$ cat config.mk
export PLATFORM = sky130hd
export DESIGN_NAME = usec_evt_timer
export DESIGN_NICKNAME = d
export VERILOG_FILES = /design/src/rtl/evt_timer_pkg.sv /design/src/rtl/evt_timer_regif.sv /design/src/rtl/evt_timer_core.sv /design/src/rtl/evt_timer_irq.sv /design/src/rtl/usec_evt_timer.sv
export SDC_FILE = /design/constraint.sdc
export NUM_CORES = 1
export LEC_CHECK = 0
export CAP_MARGIN = 15
export CELL_PAD_IN_SITES_DETAIL_PLACEMENT = 0
export CELL_PAD_IN_SITES_GLOBAL_PLACEMENT = 1
export CORE_MARGIN = 8
export CORE_UTILIZATION = 47
export DETAILED_ROUTE_END_ITERATION = 16
export DONT_BUFFER_PORTS = 1
export HOLD_SLACK_MARGIN = 0.05
export PLACE_DENSITY = 0.89
export SETUP_SLACK_MARGIN = 0.2
export SLEW_MARGIN = 0
export SYNTH_ARGS = -nofsm -noshare
export SYNTH_HDL_FRONTEND = slang
export SYNTH_SLANG_ARGS = --single-unit
$ cat constraint.sdc
create_clock -name clk -period 2.69 [get_ports clk]
set_input_delay 0.538 -clock clk [delete_from_list [all_inputs] [get_ports clk]]
set_output_delay 0.538 -clock clk [all_outputs]
set_load 0.1 [all_outputs]
$ cat src/rtl/evt_timer_pkg.sv
package evt_timer_pkg;
  typedef enum logic {
    WORD_CTL  = 1'b0,
    WORD_STAT = 1'b1
  } word_sel_e;

  function automatic word_sel_e decode_word(input logic sel);
    return sel ? WORD_STAT : WORD_CTL;
  endfunction
endpackage

$ cat src/rtl/evt_timer_regif.sv
module evt_timer_regif
  import evt_timer_pkg::*;
#(
  parameter int ADDR_W  = 3,
  parameter int DATA_W  = 32,
  parameter int CNT_W   = 29,
  parameter int EN_BIT  = 31,
  parameter int PER_BIT = 30,
  parameter int CLR_BIT = 30,
  parameter int SEL_BIT = 2
) (
  input  logic              clk,
  input  logic              rst,
  input  logic              wr_en,
  input  logic              rd_en,
  input  logic [ADDR_W-1:0] addr,
  input  logic [DATA_W-1:0] wdata,
  input  logic              cur_en,
  input  logic              cur_per,
  input  logic [CNT_W-1:0]  cur_reload,
  input  logic [CNT_W-1:0]  cur_cnt,
  input  logic              cur_pend,
  output logic              ctl_wr,
  output logic              ctl_en,
  output logic              ctl_per,
  output logic [CNT_W-1:0]  ctl_val,
  output logic              clr_req,
  output logic [DATA_W-1:0] rdata
);
  word_sel_e   sel;
  logic [DATA_W-1:0] rd_word;

  assign sel     = decode_word(addr[SEL_BIT]);
  assign ctl_wr  = wr_en && (sel == WORD_CTL);
  assign ctl_en  = wdata[EN_BIT];
  assign ctl_per = wdata[PER_BIT];
  assign ctl_val = wdata[CNT_W-1:0];
  assign clr_req = wr_en && (sel == WORD_STAT) && wdata[CLR_BIT];

  always_comb begin
    rd_word = '0;
    if (sel == WORD_CTL) begin
      rd_word[EN_BIT]    = cur_en;
      rd_word[PER_BIT]   = cur_per;
      rd_word[CNT_W-1:0] = cur_reload;
    end else begin
      rd_word[CLR_BIT]   = cur_pend;
      rd_word[CNT_W-1:0] = cur_cnt;
    end
  end

  always_ff @(posedge clk) begin
    if (rst) rdata <= '0;
    else if (rd_en) rdata <= rd_word;
  end
endmodule

$ cat src/rtl/evt_timer_core.sv
module evt_timer_core #(
  parameter int CNT_W = 29
) (
  input  logic             clk,
  input  logic             rst,
  input  logic             tick,
  input  logic             ctl_wr,
  input  logic             ctl_en,
  input  logic             ctl_per,
  input  logic [CNT_W-1:0] ctl_val,
  output logic             en,
  output logic             per,
  output logic [CNT_W-1:0] reload,
  output logic [CNT_W-1:0] cnt,
  output logic             expire
);
  logic at_zero;
  logic step;

  assign at_zero = (cnt == '0);
  // A control write in the same cycle swallows the tick.
  assign step    = tick && en && !ctl_wr;
  assign expire  = step && at_zero;

  always_ff @(posedge clk) begin
    if (rst) begin
      en     <= 1'b0;
      per    <= 1'b0;
      reload <= '0;
      cnt    <= '0;
    end else if (ctl_wr) begin
      en     <= ctl_en;
      per    <= ctl_per;
      reload <= ctl_val;
      if (ctl_en) cnt <= ctl_val;
    end else if (step) begin
      if (at_zero) begin
        if (per) cnt <= reload;
        else     en  <= 1'b0;
      end else begin
        cnt <= cnt - 1'b1;
      end
    end
  end
endmodule

$ cat src/rtl/evt_timer_irq.sv
module evt_timer_irq (
  input  logic clk,
  input  logic rst,
  input  logic expire,
  input  logic clr_req,
  output logic pend
);
  always_ff @(posedge clk) begin
    if (rst)          pend <= 1'b0;
    else if (expire)  pend <= 1'b1;
    else if (clr_req) pend <= 1'b0;
  end
endmodule

$ cat src/rtl/usec_evt_timer.sv
module usec_evt_timer #(
  parameter int ADDR_W  = 3,
  parameter int DATA_W  = 32,
  parameter int CNT_W   = 29,
  parameter int EN_BIT  = 31,
  parameter int PER_BIT = 30,
  parameter int CLR_BIT = 30,
  parameter int SEL_BIT = 2
) (
  input  logic              clk,
  input  logic              rst,
  input  logic              tick,
  input  logic              wr_en,
  input  logic              rd_en,
  input  logic [ADDR_W-1:0] addr,
  input  logic [DATA_W-1:0] wdata,
  output logic [DATA_W-1:0] rdata,
  output logic              irq
);
  logic             ctl_wr, ctl_en, ctl_per, clr_req, expire;
  logic [CNT_W-1:0] ctl_val;
  logic             tmr_en, tmr_per, pend;
  logic [CNT_W-1:0] tmr_reload, tmr_cnt;

  evt_timer_regif #(
    .ADDR_W(ADDR_W), .DATA_W(DATA_W), .CNT_W(CNT_W), .EN_BIT(EN_BIT),
    .PER_BIT(PER_BIT), .CLR_BIT(CLR_BIT), .SEL_BIT(SEL_BIT)
  ) regif_i (
    .clk(clk), .rst(rst), .wr_en(wr_en), .rd_en(rd_en), .addr(addr),
    .wdata(wdata), .cur_en(tmr_en), .cur_per(tmr_per),
    .cur_reload(tmr_reload), .cur_cnt(tmr_cnt), .cur_pend(pend),
    .ctl_wr(ctl_wr), .ctl_en(ctl_en), .ctl_per(ctl_per), .ctl_val(ctl_val),
    .clr_req(clr_req), .rdata(rdata)
  );

  evt_timer_core #(.CNT_W(CNT_W)) core_i (
    .clk(clk), .rst(rst), .tick(tick), .ctl_wr(ctl_wr), .ctl_en(ctl_en),
    .ctl_per(ctl_per), .ctl_val(ctl_val), .en(tmr_en), .per(tmr_per),
    .reload(tmr_reload), .cnt(tmr_cnt), .expire(expire)
  );

  evt_timer_irq irq_i (
    .clk(clk), .rst(rst), .expire(expire), .clr_req(clr_req), .pend(pend)
  );

  assign irq = pend;
endmodule

==> run summary, run 1 <==
status - complete, no violations
part of the Yosys area used for sequential elements - 42.2%
endpoint of the worst register-to-register path - core_i.cnt[23]$_SDFFE_PP0P_
dominant cell by count in the synthesized netlist - dfxtp_1
Post-Synthesis Cells - 532
drt wl/cell - 16.9 um
Clock Pin Slew Worst Setup and Hold Paths - 0.09 ns
post-layout util - 55.3%
WHS - 0.246 ns
vias in the first global route - 3699
DR vias - 3918
CORE AREA - 9110 um2
reg-to-reg startpoint - core_i.cnt[7]$_SDFFE_PP0P_
synth-to-layout area growth - 15.6%
Setup CP Type - register to register
Die Area - 12600 um2
vias per cell - 5.91
hold_buf cts - 0
largest net degree at the start of global routing - 66
Fmax - 0.400 GHz
# Max-Cap Violations - 0
# port buffers - 0
area leader, netlist - dfxtp_1
EDFF count, synth - 0
I/O pins - 73
critical-path cell list - or4_4 -> or4b_4 -> nor2_4 -> or4b_4 -> a21o_1 -> a31oi_1
Overflow after GRT - 0
num rows - 35
pwr dens - 730 nW/um2
Critical Path RT - 2.96 ns
initial antenna violation count - 0
CP bufs+invs - 0
Synth top area share - 42.2%
most common flop cell mapped by yosys - dfxtp_1
Die Span X - 112 um
first-pass GRT wire length - 18600 um
Final Wtd Congestion - 0.839
Hold Path Class - input pin to register
Post-Place Cells - 644
DPL Wire Length - 7350 um
CTS buffer count - 9
async set-reset flop share out of synthesis - 0%
commonest cells in the netlist - dfxtp_1, nand2_1, nor2_1
Critical Path Fanout Max - 4
Hold Startpoint - rst
post-synthesis average cell area - 8.20 um2
Setup-failing EPs final - 0
Hold Path Depth - 1
Longest Clk Path Bufs - 2
drt total wl - 11200 um
Setup TNS - 0 ns
final slew viol count - 0
latest clock arrival within the worst-skew pair - 0.36 ns
CTS tree - yes
min cycle time layout - 2.50 ns
Iteration-0 DRC Markers - 256
H-tree depth - 3
RSZ-0062 raised after global routing - yes
die height - 112 um
Rel. slew slack - 35.4%
Crit-path slowest cell - or4b_4
Pre-antenna DRT Iters - 4
Arrival @ worst endpoint - 2.78 ns
CTS root buf - clkbuf_8
Tot Pwr - 3680 uW
CP most frequent cell - or4b_4
Reg2Reg Setup Slack - 0.19 ns
Setup Skew - 0.0135 ns
diode count - 0
slowest stage delay, CP - 0.55 ns
Total Routing Usage GR - 17.8%
antenna-violating nets left - 0
final worst path period share - 93.0%
maximum vdd drop - 0.000317 V
Mapped Nets - 573
Initial Utilization - 47.9%
critical path launch point type - register
Netlist cell types - 41
final hold violation count - 0
drt drc - 0
synthesized area - 4360 um2
Hold Path Sink - regif_i.rdata[10]$_SDFFE_PP0P_
number of synthesis warnings - 0
worst r2r path cells - 6
delay-heaviest family, CP - simple AND/OR/NAND/NOR gates
final cell count without fillers - 663
layout cells sized above 1 - 15.6%
slew of the pin with the lowest slew margin - 0.967 ns
post-synthesis register bit count - 92
critical path endpoint category - register
count of nets after finishing - 589
clk sinks - 92
largest cells by area after synthesis - dfxtp_1, mux2i_1, nand2_1, a211oi_1, o21ai_0
Lkg Pwr - 0.00192 uW
==> through the flow <==
step | area (um2) | worst slack [ns]
floorplan | 4360 | 0.222
global placement | 4700 | 0.205
detailed placement | 4700 | 0.148
CTS | 4980 | 0.172
global route | 5040 | 0.0793
finish | 5040 | 0.187
==> state kept, by name (all words and copies together) (netlist names) <==
signal	flops
core_i.en	1
core_i.per	1
core_i.cnt	29
irq_i.pend	1
regif_i.rdata	31
core_i.reload	29
==> worst max path at each step <==
stage	start	to	slack, ns	cells after the start
final	core_i.cnt[7]$_SDFFE_PP0P_	core_i.cnt[23]$_SDFFE_PP0P_	0.19	6
after global routing	core_i.cnt[1]$_SDFFE_PP0P_	core_i.cnt[14]$_SDFFE_PP0P_	0.08	8
after CTS	core_i.cnt[0]$_SDFFE_PP0P_	core_i.cnt[14]$_SDFFE_PP0P_	0.17	8
after detailed placement	core_i.cnt[0]$_SDFFE_PP0P_	core_i.cnt[14]$_SDFFE_PP0P_	0.15	8
after global placement	core_i.cnt[0]$_SDFFE_PP0P_	core_i.cnt[14]$_SDFFE_PP0P_	0.21	8
after floorplan	core_i.cnt[11]$_SDFFE_PP0P_	core_i.cnt[15]$_SDFFE_PP0P_	0.22	7
==> power breakdown <==
| part | internal (uW) | leakage, uW | switching (uW) | total [uW] |
|---|---|---|---|---|
| combinational | 379 | 0.00104 | 592 | 970 |
| clock | 705 | 0.000126 | 474 | 1180 |
| sequential | 1450 | 0.000756 | 82.7 | 1530 |
==> cells by family (layout without fill, tap and decap cells) <==
| family | count (synthesis) | after routing | synth area share [%] |
|---|---|---|---|
| adders and majority gates | 1 | 1 | 0.287 |
| muxes | 30 | 30 | 6.89 |
| buffers and inverters | 52 | 72 | 4.62 |
| DFF | 92 | 92 | 42.2 |
| other | 1 | 1 | 0.0860 |
| and+or+nand+nor | 171 | 171 | 18.5 |
| AOI/OAI and AO/OA | 166 | 166 | 23.6 |
| xor gates and xnor gates | 19 | 19 | 3.82 |
==> layout make-up <==
type / instances / area [um2]
timing repair buffer: 53 / 410
tap: 111 / 139
fill: 822 / 4070
inverter: 4 / 15.0
clock inverter: 5 / 125
sequential: 92 / 1850
multi-input combinational: 388 / 2370
clock buffer: 10 / 128
==> placed cells by master, fill, tap and decap left out, types with 20 or more instances in the layout <==
| cell | n |
|---|---|
| dfxtp_1 | 90 |
| nand2_1 | 70 |
| buf_4 | 52 |
| nor2_1 | 43 |
| o21ai_0 | 40 |
| a21oi_1 | 36 |
| mux2i_1 | 30 |
| a211oi_1 | 30 |
| a31oi_1 | 27 |
| o211ai_1 | 20 |
==> per-layer routing <==
metal	global-route usage, %	share of wire, %
met5	0	0
met1	22.7	46
met3	5.85	8.3
met4	6.47	1.8
met2	27.2	44
==> what timing repair did <==
action,in CTS,in global routing
pin swaps,1,7
setup endpoints to repair,12,29
resized for setup,6,9
setup buffers,0,4
Power figures use the tool's default switching activity.
==> run 2, diff against run 1 <==
--- a/config.mk
+++ b/config.mk
@@ -8,11 +8,12 @@
 export CAP_MARGIN = 15
 export CELL_PAD_IN_SITES_DETAIL_PLACEMENT = 0
 export CELL_PAD_IN_SITES_GLOBAL_PLACEMENT = 1
-export CORE_MARGIN = 8
+export CORE_ASPECT_RATIO = 1.75
 export CORE_UTILIZATION = 47
 export DETAILED_ROUTE_END_ITERATION = 16
 export DONT_BUFFER_PORTS = 1
 export HOLD_SLACK_MARGIN = 0.05
+export MAX_ROUTING_LAYER = met4
 export PLACE_DENSITY = 0.89
 export SETUP_SLACK_MARGIN = 0.2
 export SLEW_MARGIN = 0
==> run 2 against run 1 <==
  * Combinational power decreased by 14%
  * Worst hold slack improved by 0.020 ns
  * First-iteration DRC count increased by 5.9%
  * Core utilization decreased by 0.15 points
  * Sequential cell count unchanged
  * Non-clock buffer count decreased by 16
  * Final cell count decreased by 0.90%
  * Clock-buffer cell count increased by 5
  * Maximum frequency increased by 0.91%
  * Register-to-register slack improved by 0.02 ns
  * Via count decreased by 0.33%
  * Sequential power increased by 8%
  * Critical endpoint is now core_i.cnt[15]$_SDFFE_PP0P_
  * Largest cell class unchanged
==> run summary, run 2 (synthesis gave the netlist of run 1 again) <==
status - complete, no violations
maximum vdd drop - 0.000519 V (+64%)
# port buffers - 0 (unchanged)
clock share of power - 32.8% (+0.7 points)
CORE AREA - 9040 um2 (-0.80%)
drt wl/cell - 16.8 um (-0.37%)
Seq pwr share - 44.6% (+3.1 points)
Setup WS post-layout - 0.210 ns (+0.0225 ns)
# Max-Cap Violations - 0 (unchanged)
slowest stage delay, CP - 0.57 ns (+0.02 ns)
initial antenna violation count - 0 (unchanged)
RSZ-0062 raised after global routing - yes
worst r2r path cells - 6 (unchanged)
antenna-violating nets left - 0 (unchanged)
Met1 Routed Length - 4490 um (-13%)
critical path endpoint category - register
drt drc - 0 (unchanged)
count of nets after finishing - 573 (-2.7%)
Int Power - 2520 uW (-0.55%)
vias in the first global route - 3730 (+0.84%)
DR vias - 3905 (-0.33%)
endpoint of the worst register-to-register path - core_i.cnt[15]$_SDFFE_PP0P_
num rows - 46 (+31%)
Reg2Reg Setup Slack - 0.21 ns (+0.02 ns)
Fmax - 0.403 GHz (+0.91%)
Top Registers - regif_i.rdata x31, core_i.cnt x29, core_i.reload x29
switching fraction of total power - 32.2% (+0.95 points)
final cell count without fillers - 657 (-0.90%)
Hold Path Class - input pin to register
CTS tree - yes
DPL Wire Length - 7120 um (-3.1%)
Hold Startpoint - rst
Longest Clk Path Bufs - 2 (unchanged)
most frequent cells in the layout - dfxtp_1, nand2_1, nor2_1, o21ai_0, a21oi_1
Setup TNS - 0 ns (unchanged)
latest clock arrival within the worst-skew pair - 0.35 ns (about the same)
Setup-failing EPs final - 0 (unchanged)
pre-CTS setup slack - 0.109 ns (-0.0388 ns)
critical path launch point type - register
Overflow after GRT - 0 (unchanged)
CTS root buf - clkbuf_16
Die Span X - 74.8 um (-33%)
Hold Path Sink - regif_i.rdata[2]$_SDFFE_PP0P_
metal2 WL - 5900 um (+20%)
Arrival @ worst endpoint - 2.70 ns (-0.08 ns)
Setup Skew - 0.00558 ns (-0.00788 ns)
Rel. slew slack - 34.8% (-0.69 points)
final worst path period share - 92.2% (-0.83 points)
Switch Pwr - 1190 uW (+3.9%)
Logic pwr share - 22.6% (-3.8 points)
final slew viol count - 0 (unchanged)
Pre-antenna DRT Iters - 5 (+1)
CTS buffer count - 9 (unchanged)
I/O pins - 73 (unchanged)
Post-Place Cells - 635 (-1.4%)
Critical Path RT - 2.91 ns (-0.05 ns)
vias per cell - 5.94 (+0.58%)
post-layout util - 55.2% (-0.15 points)
Lkg Pwr - 0.00186 uW (-3.4%)
first-pass GRT wire length - 18100 um (-2.6%)
slew of the pin with the lowest slew margin - 0.977 ns (+0.0103 ns)
die height - 129 um (+15%)
Iteration-0 DRC Markers - 271 (+5.9%)
H-tree depth - 3 (unchanged)
Clock Pin Slew Worst Setup and Hold Paths - 0.06 ns (-0.03 ns)
wire length on met3 - 471 um (-49%)
Total Routing Usage GR - 25.2% (+7.4 points)
Initial Utilization - 48.3% (+0.38 points)
drt total wl - 11100 um (-1.3%)
min cycle time layout - 2.48 ns (-0.0225 ns)
Hold Path Depth - 1 (unchanged)
clk sinks - 92 (unchanged)
max FFs per register - 31 (unchanged)
Design Area, Final - 4990 um2 (-1.1%)
largest net degree at the start of global routing - 66 (unchanged)
diode count - 0 (unchanged)
Setup CP Type - register to register
Reg with most FFs - regif_i.rdata
Placed Area - 4580 um2 (-2.6%)
CP Launch Point - core_i.cnt[7]$_SDFFE_PP0P_
DR top layer - met4
Die Area - 9680 um2 (-23%)
most common cell after layout, fill and taps aside - dfxtp_1
Critical Path Fanout Max - 4 (unchanged)
critical-path cell list - or4_4 -> or4b_4 -> nor2_4 -> or4b_4 -> o211ai_1 -> a31oi_1
layout cells sized above 1 - 14.2% (-1.4 points)
final hold violation count - 0 (unchanged)
reg-to-reg startpoint - core_i.cnt[7]$_SDFFE_PP0P_
pwr dens - 744 nW/um2 (+1.9%)
Final Wtd Congestion - 0.859 (+2.5%)
CP most frequent cell - or4b_4
Crit-path slowest cell - or4b_4
synth-to-layout area growth - 14.4%
[run 2: metal layers]
layer	up-vias	global-route usage (%)
li1	1931	-
met1	1852	28.3
met2	109	42.6
met3	13	5.05
met4	0	10.2
met5	-	-
[run 2: worst max path at each step]
stage / end / slack [ns] / cells after the start
after floorplan: core_i.cnt[15]$_SDFFE_PP0P_ / 0.22 / 7
after global placement: core_i.cnt[20]$_SDFFE_PP0P_ / 0.17 / 6
after detailed placement: core_i.cnt[15]$_SDFFE_PP0P_ / 0.11 / 6
after CTS: core_i.cnt[20]$_SDFFE_PP0P_ / 0.20 / 6
after global routing: core_i.cnt[15]$_SDFFE_PP0P_ / 0.15 / 6
final: core_i.cnt[15]$_SDFFE_PP0P_ / 0.21 / 6
[run 2: final cells by class]
class,count,area [um2]
multi-input combinational,388,2390
timing repair buffer,37,294
clock inverter,1,5.00
fill,891,4050
sequential,92,1850
tap,120,150
inverter,4,15.0
clock buffer,15,278
[run 2: through the flow]
step | total power [uW] | hold slack [ns]
final | 3710 | 0.266
after global routing | 3890 | 0.249
after CTS | 3680 | 0.248
after detailed placement | 2450 | 0.457
after global placement | 2430 | 0.449
after floorplan | 2290 | 0.444
[run 2: what timing repair did]
| action | 4_1_cts | 5_1_grt |
|---|---|---|
| endpoints found under the setup margin | 9 | 29 |
| hold buffers | 0 | 0 |
| buffers inserted | 1 | 5 |
| resized for setup | 8 | 15 |
| pin swaps | 4 | 8 |
| gates cloned | 0 | 0 |
[run 2: worst max-delay path, delay by kind of cell, from the launching register on]
family	cells	cell delay, ns
simple gates	4	1.71
flops	1	0.35
compound gates	2	0.31
[run 2: power by group through the flow]
stage,Clock (uW),Sequential (uW),Combinational [uW]
final,1220,1650,839
after global placement,0,1670,759
after CTS,1230,1650,800
after global routing,1300,1670,924
after floorplan,0,1740,551
after detailed placement,0,1680,775
==> run 3, diff against run 2 <==
--- a/config.mk
+++ b/config.mk
@@ -5,16 +5,16 @@
 export SDC_FILE = /design/constraint.sdc
 export NUM_CORES = 1
 export LEC_CHECK = 0
-export CAP_MARGIN = 15
 export CELL_PAD_IN_SITES_DETAIL_PLACEMENT = 0
 export CELL_PAD_IN_SITES_GLOBAL_PLACEMENT = 1
 export CORE_ASPECT_RATIO = 1.75
-export CORE_UTILIZATION = 47
+export CORE_UTILIZATION = 49
+export CTS_BUF_LIST = sky130_fd_sc_hd__clkbuf_4 sky130_fd_sc_hd__clkbuf_8
 export DETAILED_ROUTE_END_ITERATION = 16
 export DONT_BUFFER_PORTS = 1
 export HOLD_SLACK_MARGIN = 0.05
 export MAX_ROUTING_LAYER = met4
-export PLACE_DENSITY = 0.89
+export PLACE_DENSITY = 0.92
 export SETUP_SLACK_MARGIN = 0.2
 export SLEW_MARGIN = 0
 export SYNTH_ARGS = -nofsm -noshare
==> run 3 against run 2 <==
  * Sequential power about the same
  * Cell area down 1.5%
  * Global-route usage down 0.19 points
  * Wire length down 1.2%
==> run summary, run 3 (synthesis gave the netlist of run 1 again) <==
Hold Path Class - input pin to register
Reg2Reg Setup Slack - 0.18 ns (-0.03 ns)
DR vias - 3907 (+0.051%)
final hold violation count - 0 (unchanged)
CTS tree - yes
Critical Path RT - 2.94 ns (+0.03 ns)
Total Routing Usage GR - 25.0% (-0.19 points)
clk sinks - 92 (unchanged)
# Max-Cap Violations - 0 (unchanged)
Top Registers - regif_i.rdata x31, core_i.cnt x29, core_i.reload x29
Rel. slew slack - 35.2% (+0.44 points)
Arrival @ worst endpoint - 2.76 ns (+0.06 ns)
reg-to-reg startpoint - core_i.cnt[7]$_SDFFE_PP0P_
die height - 127 um (-2.0%)
most frequent cells in the layout - dfxtp_1, nand2_1, nor2_1, o21ai_0, buf_4
num rows - 45 (-2.2%)
drt total wl - 10900 um (-1.2%)
final worst path period share - 93.2% (+1.0 points)
status - complete, no violations
CTS buffer count - 9 (unchanged)
Lkg Pwr - 0.00182 uW (-1.8%)
RSZ-0062 raised after global routing - yes
Hold Path Sink - core_i.reload[28]$_SDFFE_PP0P_
pwr dens - 719 nW/um2 (-3.3%)
Overflow after GRT - 0 (unchanged)
CORE AREA - 8670 um2 (-4.0%)
H-tree depth - 3 (unchanged)
Iteration-0 DRC Markers - 301 (+11%)
CTS root buf - clkbuf_8
Pre-antenna DRT Iters - 7 (+2)
critical path launch point type - register
DPL Wire Length - 7010 um (-1.6%)
Setup CP Type - register to register
Setup-failing EPs final - 0 (unchanged)
Longest Clk Path Bufs - 2 (unchanged)
I/O pins - 73 (unchanged)
slew of the pin with the lowest slew margin - 0.971 ns (-0.00657 ns)
vias in the first global route - 3742 (+0.32%)
maximum vdd drop - 0.000609 V (+17%)
hold_buf cts - 0 (unchanged)
initial antenna violation count - 0 (unchanged)
Die Area - 9290 um2 (-4.0%)
count of nets after finishing - 574 (+0.17%)
Setup Skew - 0.0106 ns (+0.00500 ns)
first-pass GRT wire length - 17600 um (-3.1%)
most common cell after layout, fill and taps aside - dfxtp_1
endpoint of the worst register-to-register path - core_i.cnt[15]$_SDFFE_PP0P_
latest clock arrival within the worst-skew pair - 0.37 ns (+0.02 ns)
Setup TNS - 0 ns (unchanged)
min cycle time layout - 2.51 ns (+0.0268 ns)
synth-to-layout area growth - 12.7%
Die Span X - 73.3 um (-2.0%)
layout cells sized above 1 - 13.2% (-0.96 points)
worst r2r path cells - 6 (unchanged)
antenna-violating nets left - 0 (unchanged)
drt wl/cell - 16.7 um (-0.88%)
Clock Pin Slew Worst Setup and Hold Paths - 0.10 ns (+0.04 ns)
Critical Path Fanout Max - 6 (+2)
final slew viol count - 0 (unchanged)
Initial Utilization - 50.3% (+2.0 points)
diode count - 0 (unchanged)
max FFs per register - 31 (unchanged)
critical path endpoint category - register
drt drc - 0 (unchanged)
# port buffers - 0 (unchanged)
Final Wtd Congestion - 0.871 (+1.4%)
Reg with most FFs - regif_i.rdata
largest net degree at the start of global routing - 66 (unchanged)
vias per cell - 5.96 (+0.36%)
Hold Path Depth - 1 (unchanged)
WHS - 0.225 ns (-0.0405 ns)
Hold Startpoint - rst
Fmax - 0.399 GHz (-1.1%)
[run 3: cell count changes in the layout (fill, tap and decap cells not counted), sizes merged]
cell      before  now
clkinvlp       0    3
bufinv         0    2
clkbuf        15   10
buf           37   38
[run 3: report_power, final]
| part | total, uW | switching [uW] | internal (uW) | leakage (uW) |
|---|---|---|---|---|
| logic | 851 | 490 | 361 | 0.000965 |
| clock network | 1040 | 497 | 547 | 0.000105 |
| registers | 1640 | 195 | 1450 | 0.000755 |
[run 3: per-stage QoR]
step | worst slack (ns) | instances | utilization (%) | total power (uW) | cell area, um2
floorplan | 0.222 | 532 | - | 2290 | 4360
global placement | 0.172 | 635 | 53.0 | 2440 | 4600
detailed placement | 0.0960 | 635 | 53.0 | 2460 | 4600
CTS | 0.197 | 651 | 55.9 | 3510 | 4850
global route | 0.125 | 655 | 56.7 | 3700 | 4910
finish | 0.183 | 655 | 56.7 | 3530 | 4910
[run 3: worst max-delay path by stage]
stage,end,cells after the start,startpoint,slack [ns]
floorplan,core_i.cnt[15]$_SDFFE_PP0P_,7,core_i.cnt[11]$_SDFFE_PP0P_,0.22
global placement,core_i.cnt[20]$_SDFFE_PP0P_,6,core_i.cnt[7]$_SDFFE_PP0P_,0.17
detailed placement,core_i.cnt[15]$_SDFFE_PP0P_,6,core_i.cnt[7]$_SDFFE_PP0P_,0.1
CTS,core_i.cnt[15]$_SDFFE_PP0P_,6,core_i.cnt[7]$_SDFFE_PP0P_,0.20
global route,core_i.cnt[15]$_SDFFE_PP0P_,6,core_i.cnt[7]$_SDFFE_PP0P_,0.13
finish,core_i.cnt[15]$_SDFFE_PP0P_,6,core_i.cnt[7]$_SDFFE_PP0P_,0.18
[run 3: timing repair]
item / 4_1_cts / 5_1_grt
resized for setup: 6 / 7
endpoints found under the hold margin: 0 / 0
pin swaps: 0 / 1
endpoints found under the setup margin: 22 / 28
buffers inserted: 0 / 4
[run 3: area by class of cell]
| class | instances | area [um2] |
|---|---|---|
| Clock buffer | 10 | 138 |
| Clock inverter | 6 | 87.6 |
| Fill cell | 843 | 3760 |
| Inverter | 4 | 15.0 |
| Multi-Input combinational cell | 388 | 2380 |
| Sequential cell | 92 | 1850 |
| Tap cell | 117 | 146 |
| Timing Repair Buffer | 38 | 298 |
[run 3: worst max-delay path, cell delays in order (launching register included)]
cell,delay [ns]
dfxtp_4,0.37
or4_4,0.57
or4b_4,0.54
nor2_4,0.11
or4b_4,0.51
o211ai_1,0.20
a31oi_1,0.10
[run 3: per-layer routing]
layer / track usage [%] / wire length [um] / vias up
met5: - / 0 / -
met4: 9.84 / 150 / 0
met3: 4.53 / 528 / 11
met2: 43.8 / 5850 / 103
met1: 27.3 / 4410 / 1863
li1: - / - / 1930
